[src/rtl/bisc_pkg.sv]
// Package: shared field positions and widths for the init/error control register.
// Assumes the register presents four meaningful low bits.
package bisc_pkg;
    localparam int FIELD_W   = 4;
    localparam int BIT_READY = 0;
    localparam int BIT_REQ   = 1;
    localparam int BIT_RSVD  = 2;
    localparam int BIT_SEEN  = 3;

    typedef struct packed {
        logic seen;
        logic rsvd;
        logic req;
        logic ready;
    } ctrl_fields_t;
endpackage

[src/rtl/bisc_sync.sv]
// Module: multi-stage synchronizer for an asynchronous level.
// Assumes the input is an active-low level; all stages reset to the idle value RST_VAL.
module bisc_sync #(
    parameter int   STAGES  = 2,
    parameter logic RST_VAL = 1'b1
) (
    input  logic clk,
    input  logic rst_n,
    input  logic d_async,
    output logic q_sync
);
    logic [STAGES-1:0] chain;

    // Shift the asynchronous level through the stage chain.
    always_ff @(posedge clk) begin
        if (!rst_n) begin
            chain <= {STAGES{RST_VAL}};
        end else begin
            chain <= {chain[STAGES-2:0], d_async};
        end
    end

    assign q_sync = chain[STAGES-1];
endmodule

[src/rtl/bisc_serr_pulse.sv]
// Module: turns a rising edge of the request bit into a single low cycle on the error output.
// Assumes the qualification inputs are sampled at the edge that detects the rise.
module bisc_serr_pulse (
    input  logic clk,
    input  logic rst_n,
    input  logic req,
    input  logic central_fn,
    input  logic cmd_serr_en,
    output logic serr_out_n
);
    logic req_q;
    logic fire;

    // Edge qualification: a new request, not the central function, and reporting enabled.
    always_comb begin
        fire = req && !req_q && !central_fn && cmd_serr_en;
    end

    // Remember the previous request level and register the pulse.
    always_ff @(posedge clk) begin
        if (!rst_n) begin
            req_q      <= 1'b0;
            serr_out_n <= 1'b1;
        end else begin
            req_q      <= req;
            serr_out_n <= !fire;
        end
    end
endmodule

[src/rtl/bisc_ctrl_reg.sv]
// Module: holds the ready and request bits plus the sticky error-seen flag.
// Assumes err_low is already synchronous; a set in the same cycle as a clear wins.
module bisc_ctrl_reg
    import bisc_pkg::*;
(
    input  logic               clk,
    input  logic               rst_n,
    input  logic               wr_en,
    input  logic [FIELD_W-1:0] wr_data,
    input  logic               err_low,
    input  logic               central_fn,
    output ctrl_fields_t       fields
);
    logic ready_q;
    logic req_q;
    logic seen_q;
    logic seen_set;
    logic seen_clr;

    // Decode the set and clear conditions of the sticky flag.
    always_comb begin
        seen_set = err_low && central_fn;
        seen_clr = wr_en && wr_data[BIT_SEEN];
    end

    // Load the read/write bits and update the sticky flag.
    always_ff @(posedge clk) begin
        if (!rst_n) begin
            ready_q <= 1'b0;
            req_q   <= 1'b0;
            seen_q  <= 1'b0;
        end else begin
            if (wr_en) begin
                ready_q <= wr_data[BIT_READY];
                req_q   <= wr_data[BIT_REQ];
            end
            if (seen_set) begin
                seen_q <= 1'b1;
            end else if (seen_clr) begin
                seen_q <= 1'b0;
            end
        end
    end

    // Present the fields; the reserved bit is tied low.
    always_comb begin
        fields.ready = ready_q;
        fields.req   = req_q;
        fields.rsvd  = 1'b0;
        fields.seen  = seen_q;
    end

    logic unused_wr;
    assign unused_wr = wr_data[BIT_RSVD];
endmodule

[src/rtl/bus_init_serr_ctrl.sv]
// Module: top of the init and system-error control register.
// Assumes a single clock domain except serr_in_n, which is synchronized here.
module bus_init_serr_ctrl
    import bisc_pkg::*;
#(
    parameter int DATA_W      = 32,
    parameter int SYNC_STAGES = 2
) (
    input  logic               clk,
    input  logic               rst_n,
    input  logic               wr_en,
    input  logic [FIELD_W-1:0] wr_data,
    output logic [DATA_W-1:0]  rd_data,
    input  logic               central_fn,
    input  logic               cmd_serr_en,
    input  logic               serr_in_n,
    output logic               serr_out_n,
    output logic               cfg_retry,
    output logic               devsel_allow,
    input  logic               irq_en,
    output logic               serr_irq
);
    localparam int PAD_W = DATA_W - FIELD_W;

    ctrl_fields_t fields;
    logic         serr_sync_n;

    bisc_sync #(.STAGES(SYNC_STAGES), .RST_VAL(1'b1)) u_sync (
        .clk     (clk),
        .rst_n   (rst_n),
        .d_async (serr_in_n),
        .q_sync  (serr_sync_n)
    );

    bisc_ctrl_reg u_reg (
        .clk        (clk),
        .rst_n      (rst_n),
        .wr_en      (wr_en),
        .wr_data    (wr_data),
        .err_low    (!serr_sync_n),
        .central_fn (central_fn),
        .fields     (fields)
    );

    bisc_serr_pulse u_pulse (
        .clk         (clk),
        .rst_n       (rst_n),
        .req         (fields.req),
        .central_fn  (central_fn),
        .cmd_serr_en (cmd_serr_en),
        .serr_out_n  (serr_out_n)
    );

    // Derive the bus-side controls, the interrupt request and the read word.
    always_comb begin
        cfg_retry    = !fields.ready;
        devsel_allow = fields.ready;
        serr_irq     = fields.seen && irq_en;
        rd_data      = {{PAD_W{1'b0}}, fields};
    end
endmodule

[config.mk]
export PLATFORM = sky130hd
export DESIGN_NAME = bus_init_serr_ctrl
export DESIGN_NICKNAME = d
export VERILOG_FILES = /design/src/rtl/bisc_pkg.sv /design/src/rtl/bisc_sync.sv /design/src/rtl/bisc_serr_pulse.sv /design/src/rtl/bisc_ctrl_reg.sv /design/src/rtl/bus_init_serr_ctrl.sv
export SDC_FILE = /design/constraint.sdc
export NUM_CORES = 1
export LEC_CHECK = 0
export BUFFER_PORTS_ARGS = -buffer_cell sky130_fd_sc_hd__buf_2
export CAP_MARGIN = 25
export CORE_MARGIN = 10
export CORE_UTILIZATION = 34
export CTS_CLUSTER_DIAMETER = 50
export DETAILED_ROUTE_END_ITERATION = 10
export GPL_TIMING_DRIVEN = 0
export PLACE_DENSITY = 0.76
export SETUP_SLACK_MARGIN = 0.3
export SLEW_MARGIN = 10
export SYNTH_ARGS = -nofsm -noshare
export SYNTH_HDL_FRONTEND = slang
export SYNTH_SLANG_ARGS = --single-unit
[constraint.sdc]
create_clock -name clk -period 0.8 [get_ports clk]
set_input_delay 0.12 -clock clk [delete_from_list [all_inputs] [get_ports clk]]
set_output_delay 0.12 -clock clk [all_outputs]
set_load 0.005 [all_outputs]
**After elaboration in Yosys (flattened, before gate mapping)**

Index checks and enable logic that the tools add are counted.

- Multiplexer cells: 2
- Reduce and logical (&&, ||, !) cells: 12

Operators by type and width:

| cell | number |
|---|---|
| $logic_and 1x1->1 | 6 |
| $logic_not 1->1 | 5 |
| $mux 1 | 2 |
| $reduce_bool 2->1 | 1 |

- Flip-flop bits (word level): 7
- Input port bits: 11
- Logic and storage cells: 20

**Longest topological paths before layout**

Gate-level depths: netlist of run 1.

- Depth in word-level cells: 5
- Mapped depth: 2
- Mapped depth without buffers: 2

**Hierarchy**

From an unflattened synthesis of run 1, not the netlist that was laid out.

- Cell total of the unflattened synthesis: 57
- Area total of the unflattened synthesis: 495.5 µm²

By module, submodules not included:

| module | instances | cells an instance | area each (µm²) |
|---|---|---|---|
| bus_init_serr_ctrl | 1 | 33 | 235.2 |
| bisc_ctrl_reg | 1 | 15 | 145.1 |
| bisc_serr_pulse | 1 | 5 | 62.6 |
| bisc_sync | 1 | 4 | 52.6 |

**Least setup slack after synthesis of run 1**

OpenSTA, ideal clock, no wires.

- Path kind: register to register
- Start point: reg u_reg.req_q
- End point: reg u_pulse.serr_out_n
- Library setup time: 0.118 ns
- Arrival: 0.510 ns
- Path slack: 0.173 ns
- Cell stages (with the launch flop): 3
- Path buffers: 0
- Period minus slack after synthesis: 0.627 ns
- Path through: dfxtp_1 and2_4 nand3_2

- Word-level cells in the longest chain between the ends: 4

RTL lines:

| element | RTL line | text |
|---|---|---|
| start: declaration | bisc_ctrl_reg.sv:15 | `logic req_q;` |
| start signal: assignment | bisc_ctrl_reg.sv:35 | `req_q <= wr_data[BIT_REQ];` |
| $logic_and 1x1->1 (3 in a row) | bisc_serr_pulse.sv:16 | `fire = req && !req_q && !central_fn && cmd_serr_en;` |
| $logic_not 1->1 | bisc_serr_pulse.sv:26 | `serr_out_n <= !fire;` |
| end signal: assignment | bisc_serr_pulse.sv:26 |  |
| end: declaration | bisc_serr_pulse.sv:9 | `output logic serr_out_n` |

Every way passes these cells.
A chain may end at the register's enable or synchronous reset.

**Final worst setup path of run 1**

- Start point: reg u_reg.seen_q
- End point: out serr_irq

- Word-level cells in the longest chain between the ends: 1

RTL lines:

| element | RTL line | text |
|---|---|---|
| start: declaration | bisc_ctrl_reg.sv:16 | `logic seen_q;` |
| start signal: assignment | bisc_ctrl_reg.sv:31 | `seen_q <= 1'b0;` |
| start signal: assignment | bisc_ctrl_reg.sv:38 | `seen_q <= 1'b1;` |
| start signal: assignment | bisc_ctrl_reg.sv:40 | `seen_q <= 1'b0;` |
| $logic_and 1x1->1 | bus_init_serr_ctrl.sv:58 | `serr_irq = fields.seen && irq_en;` |
| end: declaration | bus_init_serr_ctrl.sv:21 | `output logic serr_irq` |

Every way passes these cells.

==> results of run 1 <==
==> power groups by stage <==
stage	sequential (mW)	clock, mW	combinational [mW]
2_1_floorplan	0.380	0	0.171
3_3_place_gp	0.381	0	0.214
3_5_place_dp	0.382	0	0.216
4_1_cts	0.375	0.324	0.235
5_1_grt	0.375	0.354	0.290
6_report	0.374	0.310	0.258
==> critical path, stage by stage, from the launching register on <==
cell	delay (ns)
dfxtp_2	0.32
and2_1	0.13
buf_2	0.12
==> per-layer routing <==
metal  routed length, um  track usage (%)
met5                   0                0
met4                   0             3.02
met3                 228             6.54
met2                 547             10.1
met1                 349             5.07
==> per-stage QoR <==
| stage | hold WS, ns | cells |
|---|---|---|
| 6_report | 0.0529 | 120 |
| 5_1_grt | 0.0435 | 120 |
| 4_1_cts | 0.0473 | 119 |
| 3_5_place_dp | 0.306 | 114 |
| 3_3_place_gp | 0.303 | 114 |
| 2_1_floorplan | 0.192 | 83 |
==> worst paths after layout <==
kind | start | endpoint | slack (ns) | depth (start not counted)
min reg2reg | u_sync.chain[1]$_SDFF_PN1_ | u_reg.seen_q$_SDFFE_PN0P_ | 0.40 | 1
max | u_reg.seen_q$_SDFFE_PN0P_ | serr_irq | -0.13 | 2
min | serr_in_n | u_sync.chain[0]$_SDFF_PN1_ | 0.05 | 2
max reg2reg | u_reg.req_q$_SDFFE_PN0P_ | u_reg.req_q$_SDFFE_PN0P_ | -0.02 | 4
==> cell usage after synthesis, drive strengths merged <==
cell	number
nand2b	2
nor2	1
nor2b	2
nand3	1
dfxtp	7
nand2	2
buf	32
mux2i	2
inv	1
o22ai	1
and2	3
conb	1
==> placed cells by master (no fill, tap or decap) <==
cell       n
clkbuf_4   3
inv_2      1
mux2i_1    2
o22ai_1    1
buf_2     10
dfxtp_1    3
dfxtp_4    1
nor2_1     1
nor2b_1    2
nand2b_1   2
buf_6     11
buf_4     29
nand2_1    2
conb_1    29
nand3_2    1
and2_4     1
clkbuf_1   1
and2_1     2
dfxtp_2    3
==> sequential cells by signal (all words and copies together), names as in the netlist <==
signal	count
u_reg.ready_q	1
u_sync.chain	2
u_pulse.serr_out_n	1
u_pulse.req_q	1
u_reg.seen_q	1
u_reg.req_q	1
==> area by class of cell <==
| cell class | count | area (um^2) | area share (%) |
|---|---|---|---|
| Multi-Input combinational cell | 43 | 203 | 25.6 |
| Inverter | 1 | 3.75 | 0.475 |
| Buffer | 32 | 251 | 31.8 |
| Sequential cell | 7 | 148 | 18.7 |
| Timing Repair Buffer | 18 | 140 | 17.7 |
| Clock buffer | 4 | 26.3 | 3.32 |
| Tap cell | 15 | 18.8 | 2.37 |
==> cells by family (layout without fill, tap and decap cells) <==
kind of cell	count (synthesis)	in the layout	share of synthesized area, %
muxes	2	2	4.16
buffers and inverters	33	55	50.6
other	1	29	0.778
DFF	7	7	29.1
and+or+nand+nor	11	11	14.0
AOI/OAI and AO/OA	1	1	1.30
==> timing repair <==
action	CTS	global route
buffers inserted	1	1
resized for setup	5	7
endpoints found under the setup margin	13	13
==> run metrics, run 1 <==
outcome=finished with violations; violated checks=negative setup slack; final worst slack=-0.132 ns; CTS sink cnt=7; dpl ws=0.127 ns; final WL=1130 um; crit path DAT=0.81 ns; Die Span X=57.6 um; Seq pwr share=39.7%; Vias/cell=3.17; Tcrit/Tclk final=117%; area delta synth->final=64.2%; All-Layer GR Usage=6.40%; Synth area leaders=buf_4, dfxtp_1, mux2i_1, and2_1, nand2b_1; Hold Vio Cnt, Final=0; ant diodes=0; dominant cell type by area after synthesis=buf_4; fraction of layout cells with a size suffix above 1=57.1%; Initial Util=36.6%; synth unique cells=13; LEAKAGE=0.471 nW; Filler cells=126; Worst Hold Class=input pin to register; largest net degree at the start of global routing=8; I/O pins=47; clock period minus final worst setup slack=0.932 ns; Max-Cap Viols=0; first-pass GRT wire length=1680 um; Seq/Total Area, Yosys=29.1%; Crit Path Class=register to output pin; die area=3320 um^2; Iter 0 DRT Violations=4; cts hold-fix bufs=0; Mapped Area=482 um^2; layout net count=117; Pre-Repair DR Iteration Count=4; Worst setup SP type=register; fmax=1.07 GHz; mean routed wirelength per cell=9.38 um; Post-DRT Antenna Nets=0; Skew-Pair Late Insertion Delay=0.24 ns; fin area=791 um^2; DR vias=380; Root Buffer=clkbuf_4; Max Clock Skew=0.000611 ns; CTS tree=built; P per Cell Area=1190 nW/um^2; Synth Register Bits=7; critical path required time=0.68 ns; Post-DP Area=697 um^2; H-tree depth=1; Slew Viols, Final=0; TritonCTS Buffers=3; overall power=943 uW; Syn Area/Cell=8.76 um^2; Overflow after GRT=0; RSZ-0062 raised after global routing=true; Finish-stage setup viols=8; vias in the first global route=383; final core utilization=60.0%; internal power=723 uW; logic gate share of total power=27.4%; Reg clk slew, reported paths=0.05 ns; switching power=220 uW; CTS Buffer Depth=2; CP max FO=3; total negative slack=-0.590 ns; share of the synthesized area in the top cell type=49.9%; DRC Markers=0; Die Y=57.6 um; clock power share=32.9%; input/output buffers=16; FP Rows=13; Core ar.=1320 um^2; worst-case vdd ir drop=0.579 mV; crit path capture type=output pin; Syn Inst Count=55; Sw Ratio=23.4%; initial antenna violation count=0; gpl congestion=0.660; Warnings, synthesis=0
Power figures use the tool's default switching activity.
==> run 2, diff against run 1 <==
--- a/config.mk
+++ b/config.mk
@@ -11,7 +11,6 @@
 export CORE_UTILIZATION = 34
 export CTS_CLUSTER_DIAMETER = 50
 export DETAILED_ROUTE_END_ITERATION = 10
-export GPL_TIMING_DRIVEN = 0
 export PLACE_DENSITY = 0.76
 export SETUP_SLACK_MARGIN = 0.3
 export SLEW_MARGIN = 10
==> run 2 against run 1 <==
Against the previous run: the flow still finishes with violations (negative setup slack); setup slack improved by 0.013 ns; die area did not move; wire length shrank 11%; final cell count shrank 27%; cell area is 32% lower; register-to-register slack improved by 0.10 ns; clock power increased by 2%; worst hold slack got worse by 0.0045 ns; largest power group unchanged.
==> run metrics, run 2 (synthesized netlist as in run 1, its figures left out) <==
Worst setup SP type=register; fin area=537 um^2; input/output buffers=16; gpl congestion=0.684; met2 Use GR=8.13%; clock period minus final worst setup slack=0.920 ns; met3 track demand over resource=7.41%; mean routed wirelength per cell=11.4 um; I/O pins=47; Reg clk slew, reported paths=0.05 ns; initial antenna violation count=0; Root Buffer=clkbuf_4; TritonCTS Buffers=3; Initial Util=36.6%; Tcrit/Tclk final=115%; CTS tree=built; CTS sink cnt=7; largest net degree at the start of global routing=8; critical-path cell list=and2_1, buf_2; Die Y=57.6 um; outcome=finished with violations; ant diodes=0; max FFs per register=2; final WL=1000 um; Vias/cell=3.36; RSZ-0062 raised after global routing=true; first-pass GRT wire length=1460 um; Core ar.=1320 um^2; All-Layer GR Usage=5.78%; Die Span X=57.6 um; Max Clock Skew=0.00328 ns; R2R Setup Slk=0.08 ns; Skew-Pair Late Insertion Delay=0.25 ns; M1 GR Usage=4.43%; Pre-Repair DR Iteration Count=1; vias in the first global route=323; final HPWL from detailed placement=882 um; Post-DP Area=449 um^2; Iter 0 DRT Violations=0; crit path DAT=0.80 ns; Max-Cap Viols=0; Post-Layout Cell Count=88; worst-case vdd ir drop=0.920 mV; Worst Hold Class=input pin to register; DRC Markers=0; Max stage delay on crit path=0.31 ns; critical path required time=0.68 ns; FP Rows=13; fmax=1.09 GHz; Post-DRT Antenna Nets=0; LEAKAGE=0.299 nW; fraction of layout cells with a size suffix above 1=38.4%; Hold Vio Cnt, Final=0; crit path capture type=output pin; CP bufs+invs=1; die area=3320 um^2; H-tree depth=1; Overflow after GRT=0; Critical Path Slowest Stage Cell=dfxtp_2; CP max FO=2; CP delay by family, top=flip-flops; violated checks=negative setup slack; cts hold-fix bufs=0; CTS Buffer Depth=2; P per Cell Area=1530 nW/um^2; busiest grt layer=met2; hold_ws=0.0484 ns; commonest cells after routing, fill and taps aside=conb_1, buf_2, buf_6; final core utilization=40.7%; largest register by flop count=u_sync.chain; layout net count=85; DR vias=296; Finish-stage setup viols=6; final worst slack=-0.120 ns; Inst Count DP=82; Slew Viols, Final=0; most common cell after layout, fill and taps aside=conb_1; Crit Path Class=register to output pin; area delta synth->final=11.4%
-- run 2: final cells by class --
cell class | count | area (um^2)
clock buffers | 4 | 26.3
flip-flops and latches | 7 | 148
repair buffers | 18 | 130
fillers | 141 | 781
well taps | 15 | 18.8
multi-input cells | 43 | 210
inverters | 1 | 3.75
-- run 2: metal layers --
metal / up-vias / wire length, um
li1: 142 / -
met1: 120 / 314
met2: 32 / 462
met3: 2 / 211
met4: 0 / 11
met5: - / 0
-- run 2: final timing paths --
kind / startpoint / end / cells past startpoint
worst min register to register: u_sync.chain[1]$_SDFF_PN1_ / u_reg.seen_q$_SDFFE_PN0P_ / 1
worst max register to register: u_reg.req_q$_SDFFE_PN0P_ / u_reg.req_q$_SDFFE_PN0P_ / 3
worst min-delay path: cmd_serr_en / u_pulse.serr_out_n$_SDFF_PN1_ / 2
worst max-delay path: u_reg.seen_q$_SDFFE_PN0P_ / serr_irq / 2
-- run 2: repair_timing --
action,CTS,global route
setup buffers,1,1
resized for setup,2,7
setup endpoints to repair,13,13
-- run 2: per-stage QoR --
stage | total power, mW | worst slack (ns) | TNS [ns]
after floorplan | 0.551 | 0.198 | 0
after global placement | 0.479 | 0.144 | 0
after detailed placement | 0.483 | 0.139 | 0
after CTS | 0.823 | -0.144 | -0.356
after global routing | 0.877 | -0.154 | -0.567
final | 0.823 | -0.120 | -0.382
-- run 2: power breakdown --
group | internal (mW) | leakage, nW | total [mW] | switching [mW]
Combinational | 0.0626 | 0.226 | 0.133 | 0.0703
Sequential | 0.364 | 0.0585 | 0.374 | 0.00924
Clock | 0.190 | 0.0150 | 0.316 | 0.126
Total | 0.617 | 0.299 | 0.823 | 0.206
==> run 3, diff against run 2 <==
--- a/config.mk
+++ b/config.mk
@@ -11,7 +11,7 @@
 export CORE_UTILIZATION = 34
 export CTS_CLUSTER_DIAMETER = 50
 export DETAILED_ROUTE_END_ITERATION = 10
-export PLACE_DENSITY = 0.76
+export PLACE_DENSITY_LB_ADDON = 0.15
 export SETUP_SLACK_MARGIN = 0.3
 export SLEW_MARGIN = 10
 export SYNTH_ARGS = -nofsm -noshare
==> run 3 against run 2 <==
Against the previous run: clock skew increased by 0.0010 ns; core utilization decreased by 1.1 points; critical path depth did not move; worst hold slack improved by 0.0020 ns; sequential power about the same; via count down 2.7%; sequential cell count unchanged; clock power increased by 2%; the run still ends with negative setup slack left; combinational power barely moved; register-to-register slack is essentially flat; clock-buffer cell count unchanged; setup slack worse by 0.0085 ns.
==> run metrics, run 3 (synthesized netlist as in run 1, its figures left out) <==
total negative slack=-0.273 ns; first-pass GRT wire length=1400 um; input/output buffers=16; HP Start=serr_in_n; LEAKAGE=0.293 nW; Die Y=57.6 um; die area=3320 um^2; Reg clk slew, reported paths=0.05 ns; cts hold-fix bufs=0; CTS Buffer Depth=2; final WL=948 um; busiest grt layer=met3; Worst Hold Endpoint=u_sync.chain[0]$_SDFF_PN1_; Worst Hold Class=input pin to register; Worst setup SP type=register; Initial Util=36.6%; DRC Markers=0; I/O pins=47; mean routed wirelength per cell=10.9 um; fraction of layout cells with a size suffix above 1=37.5%; Max Clock Skew=0.00432 ns; M1 GR Usage=4.19%; most common cell after layout, fill and taps aside=conb_1; RSZ-0062 raised after global routing=true; vias in the first global route=296; max FFs per register=2; largest register by flop count=u_sync.chain; critical path required time=0.68 ns; Vias/cell=3.31; Max-Cap Viols=0; ant diodes=0; layout net count=84; met2 Use GR=7.67%; DR vias=288; All-Layer GR Usage=5.39%; CTS sink cnt=7; crit path from=u_reg.seen_q$_SDFFE_PN0P_; Post-DRT Antenna Nets=0; violated checks=negative setup slack; gpl congestion=0.623; CP max FO=3; Iter 0 DRT Violations=2; Crit Path Class=register to output pin; outcome=finished with violations; clock period minus final worst setup slack=0.928 ns; worst-case vdd ir drop=1.03 mV; Overflow after GRT=0; initial antenna violation count=0; Hold Vio Cnt, Final=0; Core ar.=1320 um^2; final worst slack=-0.128 ns; Skew-Pair Late Insertion Delay=0.25 ns; hold path cells=2; crit path capture type=output pin; CTS tree=built; area delta synth->final=8.31%; crit path DAT=0.81 ns; R2R depth=3; reg2reg end=u_reg.req_q$_SDFFE_PN0P_; Finish-stage setup viols=6; FP Rows=13; largest net degree at the start of global routing=8; worst r2r src=u_reg.req_q$_SDFFE_PN0P_; Die Span X=57.6 um; commonest cells after routing, fill and taps aside=conb_1, buf_2, buf_6, dfxtp_1, clkbuf_4; met3 track demand over resource=7.84%; Root Buffer=clkbuf_4; Tcrit/Tclk final=116%; Slew Viols, Final=0; P per Cell Area=1580 nW/um^2; R2R Setup Slk=0.07 ns; hold_ws=0.0503 ns; fmax=1.08 GHz; final core utilization=39.6%; H-tree depth=1; Pre-Repair DR Iteration Count=2; TritonCTS Buffers=3
==> run 3: cell count changes in the layout (fill, tap and decap cells not counted) <==
cell	before	now
buf_2	11	12
buf_4	1	0
buf_6	6	5
dfxtp_2	3	2
inv_1	1	0
inv_2	0	1
dfxtp_1	3	4
==> run 3: report_power, final <==
group	switching, mW	internal [mW]
logic	0.0693	0.0618
clock network	0.131	0.190
registers	0.00908	0.364
total	0.209	0.616
==> run 3: worst max-delay path, cell delays in order (launching register included) <==
cell	delay, ns
dfxtp_2	0.32
and2_1	0.12
buf_2	0.12
==> run 3: final cells by class <==
class	count	area, um^2
clock buffers	4	26.3
fillers	158	796
inverters	1	3.75
multi-input cells	43	210
flip-flops and latches	7	146
well taps	15	18.8
repair buffers	17	116
==> run 3: repair_timing <==
item	4_1_cts	5_1_grt
setup endpoints to repair	13	13
buffers inserted	1	0
gates resized for setup	1	7
==> run 3: how the worst max path moves through the flow <==
stage                                          endpoint  cells after the start
after detailed placement                       serr_irq                      2
final                                          serr_irq                      2
after floorplan           u_pulse.serr_out_n$_SDFF_PN1_                      2
after CTS                                      serr_irq                      2
after global routing                           serr_irq                      2
after global placement                         serr_irq                      2
==> run 3: metal layers <==
metal	wire length (um)	share of wire, %	vias to the layer above
met5	0	0	-
met4	0	0	0
met3	200	21	0
met2	467	49	28
met1	280	30	120
li1	-	-	140
==> run 3: metrics by stage <==
step	std cells	worst slack [ns]	instance area, um^2	power, mW
final	87	-0.128	522	0.825
after CTS	87	-0.146	487	0.825
after global routing	87	-0.163	522	0.891
after floorplan	83	0.198	598	0.551
after global placement	82	0.143	449	0.480
after detailed placement	82	0.139	449	0.481
